$ cat src/rtl/uart_txarb_pkg.sv
package uart_txarb_pkg;
    typedef enum logic [1:0] {
        SRC_NONE = 2'd0,
        SRC_FLOW = 2'd1,
        SRC_IMM  = 2'd2,
        SRC_FIFO = 2'd3
    } src_e;

    typedef enum logic [1:0] {
        ACC_OTHER = 2'd0,
        ACC_ARM   = 2'd1,
        ACC_HOLD  = 2'd2
    } acc_e;

    typedef enum logic [1:0] {
        ARM_IDLE = 2'd0,
        ARM_WAIT = 2'd1,
        ARM_HELD = 2'd2
    } arm_state_e;

    typedef enum logic {
        FLOW_RUN  = 1'b0,
        FLOW_HALT = 1'b1
    } flow_state_e;
endpackage

$ cat src/rtl/uart_arm_fsm.sv
module uart_arm_fsm
    import uart_txarb_pkg::*;
#(
    parameter int DW = 8
) (
    input  logic          clk,
    input  logic          rst_n,
    input  logic          bus_valid,
    input  logic [1:0]    bus_kind,
    input  logic [DW-1:0] bus_wdata,
    input  logic          imm_taken,
    output logic          imm_pending,
    output logic [DW-1:0] imm_data,
    output logic          arm_bit,
    output logic          hold_to_fifo
);
    arm_state_e state_q, state_d;
    logic       is_arm, is_hold;

    assign is_arm  = bus_valid && (bus_kind == ACC_ARM);
    assign is_hold = bus_valid && (bus_kind == ACC_HOLD);

    always_comb begin
        state_d = state_q;
        unique case (state_q)
            ARM_IDLE: if (is_arm) state_d = ARM_WAIT;
            ARM_WAIT: begin
                if (is_hold)        state_d = ARM_HELD;
                else if (bus_valid && !is_arm) state_d = ARM_IDLE;
            end
            ARM_HELD: begin
                if (imm_taken) state_d = is_arm ? ARM_WAIT : ARM_IDLE;
            end
            default:  state_d = ARM_IDLE;
        endcase
    end

    always_ff @(posedge clk or negedge rst_n) begin
        if (!rst_n) begin
            state_q  <= ARM_IDLE;
            imm_data <= '0;
        end else begin
            state_q <= state_d;
            if (state_q == ARM_WAIT && is_hold) imm_data <= bus_wdata;
        end
    end

    always_comb begin
        imm_pending  = 1'b0;
        arm_bit      = 1'b0;
        hold_to_fifo = 1'b0;
        unique case (state_q)
            ARM_IDLE: hold_to_fifo = is_hold;
            ARM_WAIT: arm_bit = 1'b1;
            ARM_HELD: begin
                arm_bit      = 1'b1;
                imm_pending  = 1'b1;
                hold_to_fifo = is_hold;
            end
            default: ;
        endcase
    end
endmodule

$ cat src/rtl/uart_flow_track.sv
module uart_flow_track
    import uart_txarb_pkg::*;
#(
    parameter int          DW        = 8,
    parameter logic [DW-1:0] XON_CODE  = 8'h11,
    parameter logic [DW-1:0] XOFF_CODE = 8'h13
) (
    input  logic          clk,
    input  logic          rst_n,
    input  logic          flow_en,
    input  logic          xon_any_en,
    input  logic          rx_valid,
    input  logic [DW-1:0] rx_char,
    output logic          paused
);
    flow_state_e state_q, state_d;
    logic        got_xoff, got_resume;

    assign got_xoff   = rx_valid && (rx_char == XOFF_CODE);
    assign got_resume = rx_valid && ((rx_char == XON_CODE) || xon_any_en);

    always_comb begin
        state_d = state_q;
        unique case (state_q)
            FLOW_RUN:  if (flow_en && got_xoff) state_d = FLOW_HALT;
            FLOW_HALT: if (!flow_en || (got_resume && !got_xoff)) state_d = FLOW_RUN;
            default:   state_d = FLOW_RUN;
        endcase
    end

    always_ff @(posedge clk or negedge rst_n) begin
        if (!rst_n) state_q <= FLOW_RUN;
        else        state_q <= state_d;
    end

    assign paused = (state_q == FLOW_HALT);
endmodule

$ cat src/rtl/uart_tx_select.sv
module uart_tx_select
    import uart_txarb_pkg::*;
#(
    parameter int DW = 8
) (
    input  logic          tx_enable,
    input  logic          shifter_idle,
    input  logic          fc_req,
    input  logic [DW-1:0] fc_char,
    input  logic          imm_pending,
    input  logic [DW-1:0] imm_data,
    input  logic          fifo_empty,
    input  logic [DW-1:0] fifo_head,
    input  logic          paused,
    output logic          load,
    output logic [DW-1:0] load_data,
    output logic [1:0]    load_src,
    output logic          fc_take,
    output logic          imm_taken,
    output logic          fifo_pop
);
    src_e pick;
    logic go;

    assign go = tx_enable && shifter_idle;

    always_comb begin
        if (!go)                          pick = SRC_NONE;
        else if (fc_req)                  pick = SRC_FLOW;
        else if (imm_pending)             pick = SRC_IMM;
        else if (!fifo_empty && !paused)  pick = SRC_FIFO;
        else                              pick = SRC_NONE;
    end

    always_comb begin
        load_data = '0;
        fc_take   = 1'b0;
        imm_taken = 1'b0;
        fifo_pop  = 1'b0;
        unique case (pick)
            SRC_NONE: ;
            SRC_FLOW: begin load_data = fc_char;   fc_take   = 1'b1; end
            SRC_IMM:  begin load_data = imm_data;  imm_taken = 1'b1; end
            SRC_FIFO: begin load_data = fifo_head; fifo_pop  = 1'b1; end
            default: ;
        endcase
    end

    assign load     = (pick != SRC_NONE);
    assign load_src = pick;
endmodule

$ cat src/rtl/uart_tx_arbiter.sv
module uart_tx_arbiter
    import uart_txarb_pkg::*;
#(
    parameter int            DW        = 8,
    parameter logic [DW-1:0] XON_CODE  = 8'h11,
    parameter logic [DW-1:0] XOFF_CODE = 8'h13
) (
    input  logic          clk,
    input  logic          rst_n,
    input  logic          tx_enable,
    input  logic          shifter_idle,
    input  logic          fc_req,
    input  logic [DW-1:0] fc_char,
    input  logic          bus_valid,
    input  logic [1:0]    bus_kind,
    input  logic [DW-1:0] bus_wdata,
    input  logic          fifo_empty,
    input  logic [DW-1:0] fifo_head,
    input  logic          flow_en,
    input  logic          xon_any_en,
    input  logic          rx_valid,
    input  logic [DW-1:0] rx_char,
    output logic          load,
    output logic [DW-1:0] load_data,
    output logic [1:0]    load_src,
    output logic          fc_take,
    output logic          fifo_pop,
    output logic          fifo_push,
    output logic          arm_bit,
    output logic          paused
);
    logic          imm_pending, imm_taken;
    logic [DW-1:0] imm_data;

    uart_arm_fsm #(.DW(DW)) u_arm (
        .clk          (clk),
        .rst_n        (rst_n),
        .bus_valid    (bus_valid),
        .bus_kind     (bus_kind),
        .bus_wdata    (bus_wdata),
        .imm_taken    (imm_taken),
        .imm_pending  (imm_pending),
        .imm_data     (imm_data),
        .arm_bit      (arm_bit),
        .hold_to_fifo (fifo_push)
    );

    uart_flow_track #(.DW(DW), .XON_CODE(XON_CODE), .XOFF_CODE(XOFF_CODE)) u_flow (
        .clk        (clk),
        .rst_n      (rst_n),
        .flow_en    (flow_en),
        .xon_any_en (xon_any_en),
        .rx_valid   (rx_valid),
        .rx_char    (rx_char),
        .paused     (paused)
    );

    uart_tx_select #(.DW(DW)) u_sel (
        .tx_enable    (tx_enable),
        .shifter_idle (shifter_idle),
        .fc_req       (fc_req),
        .fc_char      (fc_char),
        .imm_pending  (imm_pending),
        .imm_data     (imm_data),
        .fifo_empty   (fifo_empty),
        .fifo_head    (fifo_head),
        .paused       (paused),
        .load         (load),
        .load_data    (load_data),
        .load_src     (load_src),
        .fc_take      (fc_take),
        .imm_taken    (imm_taken),
        .fifo_pop     (fifo_pop)
    );
endmodule

$ cat config.mk
export PLATFORM = sky130hd
export DESIGN_NAME = uart_tx_arbiter
export DESIGN_NICKNAME = d
export VERILOG_FILES = /design/src/rtl/uart_txarb_pkg.sv /design/src/rtl/uart_arm_fsm.sv /design/src/rtl/uart_flow_track.sv /design/src/rtl/uart_tx_select.sv /design/src/rtl/uart_tx_arbiter.sv
export SDC_FILE = /design/constraint.sdc
export NUM_CORES = 1
export LEC_CHECK = 0
export BUFFER_PORTS_ARGS = -buffer_cell sky130_fd_sc_hd__buf_2
export CAP_MARGIN = 20
export CORE_MARGIN = 2
export CORE_UTILIZATION = 28
export CTS_CLUSTER_DIAMETER = 150
export DETAILED_ROUTE_END_ITERATION = 6
export SYNTH_ARGS = -nofsm -noshare
export SYNTH_HDL_FRONTEND = slang
export SYNTH_HIERARCHICAL = 1
export SYNTH_SLANG_ARGS = --single-unit
$ cat constraint.sdc
create_clock -name clk -period 2.4 [get_ports clk]
set_clock_uncertainty 0.05 [all_clocks]
set_input_delay 0.48 -clock clk [delete_from_list [all_inputs] [get_ports clk]]
set_output_delay 0.48 -clock clk [all_outputs]
set_load 0.03 [all_outputs]
After elaboration in Yosys (flattened, before gate mapping)

Cells that the tools add are included.
W data, S select, Z words.

Add/sub/neg operators: 0
$mul: 0
Divide/modulo/power cells: 0
Order comparisons: 0
Eq/ne operators: 12
Shifts and indexed selects: 0
Multiplexer cells: 20
Bitwise logic cells: 1
Reductions and logical operators: 22

Operators with widths:

| cell                 | number |
|---|---|
| $pmux W8 S3          | 1 |
| $eq A8 B5 Y1 const B | 2 |
| $mux W2              | 8 |
| $logic_and A1 B1 Y1  | 10 |
| $mux W1              | 9 |
| $eq A2 B2 Y1 const B | 4 |
| $eq A2 B1 Y1 const B | 3 |
| $pmux W2 S3          | 1 |
| $logic_not A1 Y1     | 5 |
| $reduce_or A2 Y1     | 2 |
| $ne A3 B1 Y1 const B | 1 |
| $reduce_and A3 Y1    | 1 |
| $logic_not A2 Y1     | 1 |
| $logic_or A1 B1 Y1   | 2 |
| $ne A2 B1 Y1 const B | 1 |
| $ne A2 B2 Y1 const B | 1 |
| $pmux W1 S2          | 1 |
| $reduce_bool A2 Y1   | 1 |
| $not A1 Y1           | 1 |

Register bits: 11
Bits in latches: 0
RAM bits: 0
Memory bits (read-only): 0
Input bits: 44
Output and inout bits: 16
Word-level logic and storage cells: 58
Memories: 0

Depth between registers and ports, before layout

Depth after elaboration: 10
Depth in mapped cells: 7
Mapped depth without buffers: 6

Hierarchy

Netlist, hierarchy kept.

Modules (own cells, without submodules):

| module          | times used | cells each | area each (µm²) | sequential area each (µm²) |
|---|---|---|---|---|
| uart_arm_fsm    | 1          | 36         | 491.7           | 250.2 |
| uart_tx_select  | 1          | 39         | 266.5           | 0.0 |
| uart_flow_track | 1          | 8          | 72.6            | 25.0 |

Least setup slack after synthesis

OpenSTA, ideal clock, no wires.

Path kind: register to output
Start point: register u_arm.state_q[0]
End point: output load_data[0]
Data arrival time: 1.825 ns
Required time: 1.870 ns
Setup slack: 0.045 ns
Stages on the path, launching flop included: 6
Buffers on the path: 0
Cells stage by stage: dfrtp_1 > inv_1 > ha_1 > nor4b_4 > a32oi_1 > a21oi_1

Word-level cells in the longest chain between the ends: 7
Elaborated cells between the ends (all ways): 9
Classes of those cells: eq/ne (4); mux (5)

RTL lines:

| item                                         | line                  | RTL |
|---|---|---|
| start, declared                              | uart_arm_fsm.sv:17    | `arm_state_e state_q, state_d;` |
| start signal, assigned                       | uart_arm_fsm.sv:43    | `state_q <= state_d;` |
| $eq A2 B2 Y1 *                               | uart_arm_fsm.sv:52    | `unique case (state_q)` |
| $mux W1 *                                    | uart_arm_fsm.sv:52    |  |
| via imm_pending                              | uart_tx_arbiter.sv:32 | `logic imm_pending, imm_taken;` |
| $mux W2 *                                    | uart_tx_select.sv:30  | `else if (imm_pending) pick = SRC_IMM;` |
| $mux W2 *                                    | uart_tx_select.sv:29  | `else if (fc_req) pick = SRC_FLOW;` |
| $mux W2 *                                    | uart_tx_select.sv:28  | `if (!go) pick = SRC_NONE;` |
| $eq A2 B2 Y1 or $eq A2 B1 Y1 (tied branches) | uart_tx_select.sv:40  | `unique case (pick)` |
| $pmux W8 S3 *                                | uart_tx_select.sv:40  |  |
| end, declared                                | uart_tx_arbiter.sv:24 | `output logic [DW-1:0] load_data,` |

Mark *: on every way through the listed nets, which the timed path passes. The rest lies on a longest branch.

Worst setup path in the final report

Start point: register u_arm.state_q[0]
End point: output load_data[5]

The elaborated chain is that of the path after synthesis.

==> flow_summary.yaml <==
detailed_routing:
  firstDrtPassIters: 5
  post_drt_via_cell_ratio: 5.20
  drt-total-wl_um: 2500
  vias: 942
  final_antenna_net_count: 0
  drt_iter0_markers: 27
  drc: 0
  wire_per_inst_um: 13.8
placement:
  dp_hpwl_um: 2040
  pre_cts_ws_ps: 111
  gp_congestion: 0.803
  port_buffers: 59
logic_synthesis:
  synthArstFlopShare_pct: 100
  yosysSeqAreaShare_pct: 33.1
  synthesis.area_um2: 831
  synth.most_common_cell: "dfrtp_1"
  synth-edff-count: 0
  postSynthCellCount: 83
  yosys.area.top_type_share_pct: 33.1
  synth_top_flop_cell: "dfrtp_1"
  synth_area_leaders: "dfrtp_1 33%, mux2_2 11%, ha_1 6.0%"
  avgSynthCellArea_um2: 10.0
  synth-seq-cells: 11
  synthTopCellsByCount: "11 x dfrtp_1, 8 x mux2_2, 6 x a21oi_1"
  synth_top_area_cell: "dfrtp_1"
  yosys_warnings: 6
  synth_cell_type_count: 31
  syn_nets: 131
sta:
  drv_slew: 0
  fin_crit_ps: 2290
  rsz0062_at_grt: "yes"
  worst_slack_ps: 109
  whs_ps: 25.5
  hold_viol: 0
  tightestPinTransition_ps: 455
  finalCritPeriodShare_pct: 95.5
  slew_headroom_pct: 69.6
  setup_viol: 0
  fmax_ghz: 0.437
die:
  initial_core_util_pct: 29.9
  dieArea_um2: 3420
  rows: 19
  num_io_pins: 60
  coreArea_um2: 2780
  die-width_um: 58.5
  die_h_um: 58.5
flow_run:
  drv_cap: 0
clock_network:
  clockBufferDepth: 2
  ctsHoldBuffers: 0
  cts.sinks: 11
  clk_pin_slew_worst_paths_ps: 60
  cts_tree: "built"
  cts_buffers: 3
  cts-htree-levels: 1
  cts_root_buffer: "clkbuf_4"
  clock_latency_ps: 260
global_routing:
  grt_max_degree: 12
  grt_first_pass_wirelength_um: 3960
  first_global_vias: 924
  antenna_found_initial: 0
  grt_overflow: 0
  gr-usage-all-layers_pct: 14.9
power_and_ir_drop:
  internal_power_uw: 489
  leakage_uw: 0.000678
  powerDensity_nw_per_um2: 603
  seq_power_share_pct: 40.9
  swShare_pct: 36.3
  p_switching_uw: 278
  pwr-share-comb_pct: 43.6
  ir_drop_uv: 454
  p_clk_share_pct: 15.5
cells_and_area:
  insertedDiodeCount: 0
  drive_gt1_share_pct: 58.7
  nets: 199
  fillerInstances: 279
  post-route-util_pct: 45.8
  syn_to_final_growth_pct: 53.3
outcome:
  status: "complete, no violations"
worst_setup_path:
  crit_arrival_ps: 1760
  path_class: "flip-flop to output port"
  cp-start-kind: "flip-flop"
  cp-end-kind: "output port"
  path_max_fanout: 8
  required_ps: 1870
hold_path:
  hp-class: "primary input to async pin"
-- power by group through the flow --
stage,Sequential [uW],Combinational (uW),Clock (uW)
2_1_floorplan,293,225,0
3_3_place_gp,306,307,0
3_5_place_dp,311,318,0
4_1_cts,308,323,126
5_1_grt,323,366,138
6_report,314,335,119
-- worst max-delay path, cell delays in order, from the launching register on --
cell	delay, ps
dfrtp_1	410
inv_2	70
ha_4	190
nor4b_4	230
buf_6	160
buf_4	110
nand3_1	70
nand2_1	60
buf_2	190
-- per-stage QoR --
stage	instance area (um2)	setup TNS, ps	total power, uW	instances
6_report	1270	0	768	181
5_1_grt	1270	-81.7	826	181
4_1_cts	1210	0	756	178
2_1_floorplan	831	0	518	83
3_3_place_gp	1170	0	613	173
3_5_place_dp	1170	0	629	173
-- logic make-up after synthesis --
kind of cell	share of synthesized area [%]
AO/OA/AOI/OAI	22.3
adder cells (fa/ha/maj)	6.02
buffers and inverters	2.86
flip-flops	33.1
multiplexers	13.3
AND/OR/NAND/NOR	22.4
-- sequential cells by signal, indices dropped and copies added, names as in the netlist --
register and cells:
u_arm/imm_data 8, u_arm/state_q 2, u_flow/paused 1
-- worst paths after layout --
| path | start | to | slack (ps) | cells past startpoint |
|---|---|---|---|---|
| worst max register to register | u_arm/state_q[0] | u_arm/state_q[0] | 610 | 6 |
| worst min-delay path | rst_n | u_arm/imm_data[5] | 30 | 1 |
| min in group clk | bus_wdata[5] | u_arm/imm_data[5] | 400 | 2 |
| worst min register to register | u_arm/imm_data[2] | u_arm/imm_data[2] | 460 | 1 |
| worst max-delay path | u_arm/state_q[0] | load_data[5] | 110 | 8 |
| max in group asynchronous | rst_n | u_arm/state_q[1] | 2070 | 1 |
-- layout make-up --
cell class	instances	area [um2]	share of cell area (%)
Timing Repair Buffer	64	352	27.6
Sequential cell	11	275	21.6
Tap cell	31	38.8	3.05
Inverter	4	15.0	1.18
Clock buffer	4	26.3	2.06
Multi-Input combinational cell	67	567	44.5
-- metal layers --
| layer | wire, um | track usage (%) | part of all wire [%] |
|---|---|---|---|
| met1 | 1090 | 18.8 | 43 |
| met2 | 1210 | 26.6 | 48 |
| met3 | 202 | 1.76 | 8.1 |
| met4 | 0 | 3.99 | 0 |
| met5 | 0 | 0 | 0 |
-- cell usage in the layout (no fill, tap or decap), types with 4 or more instances in the layout --
cell type	instances
o21ai_0	5
nand3_1	4
nand2_1	5
clkbuf_4	4
buf_2	53
nor2_1	4
buf_4	9
a32oi_1	4
dfrtp_1	11
mux2_2	8
a21oi_1	6
-- timing repair --
action,in CTS,in global routing
pin swaps,2,6
gates resized for setup,1,16
cloned,0,1
buffers inserted,1,2
endpoints found under the setup margin,9,8
Note: power is estimated with default switching activity, not from simulation.
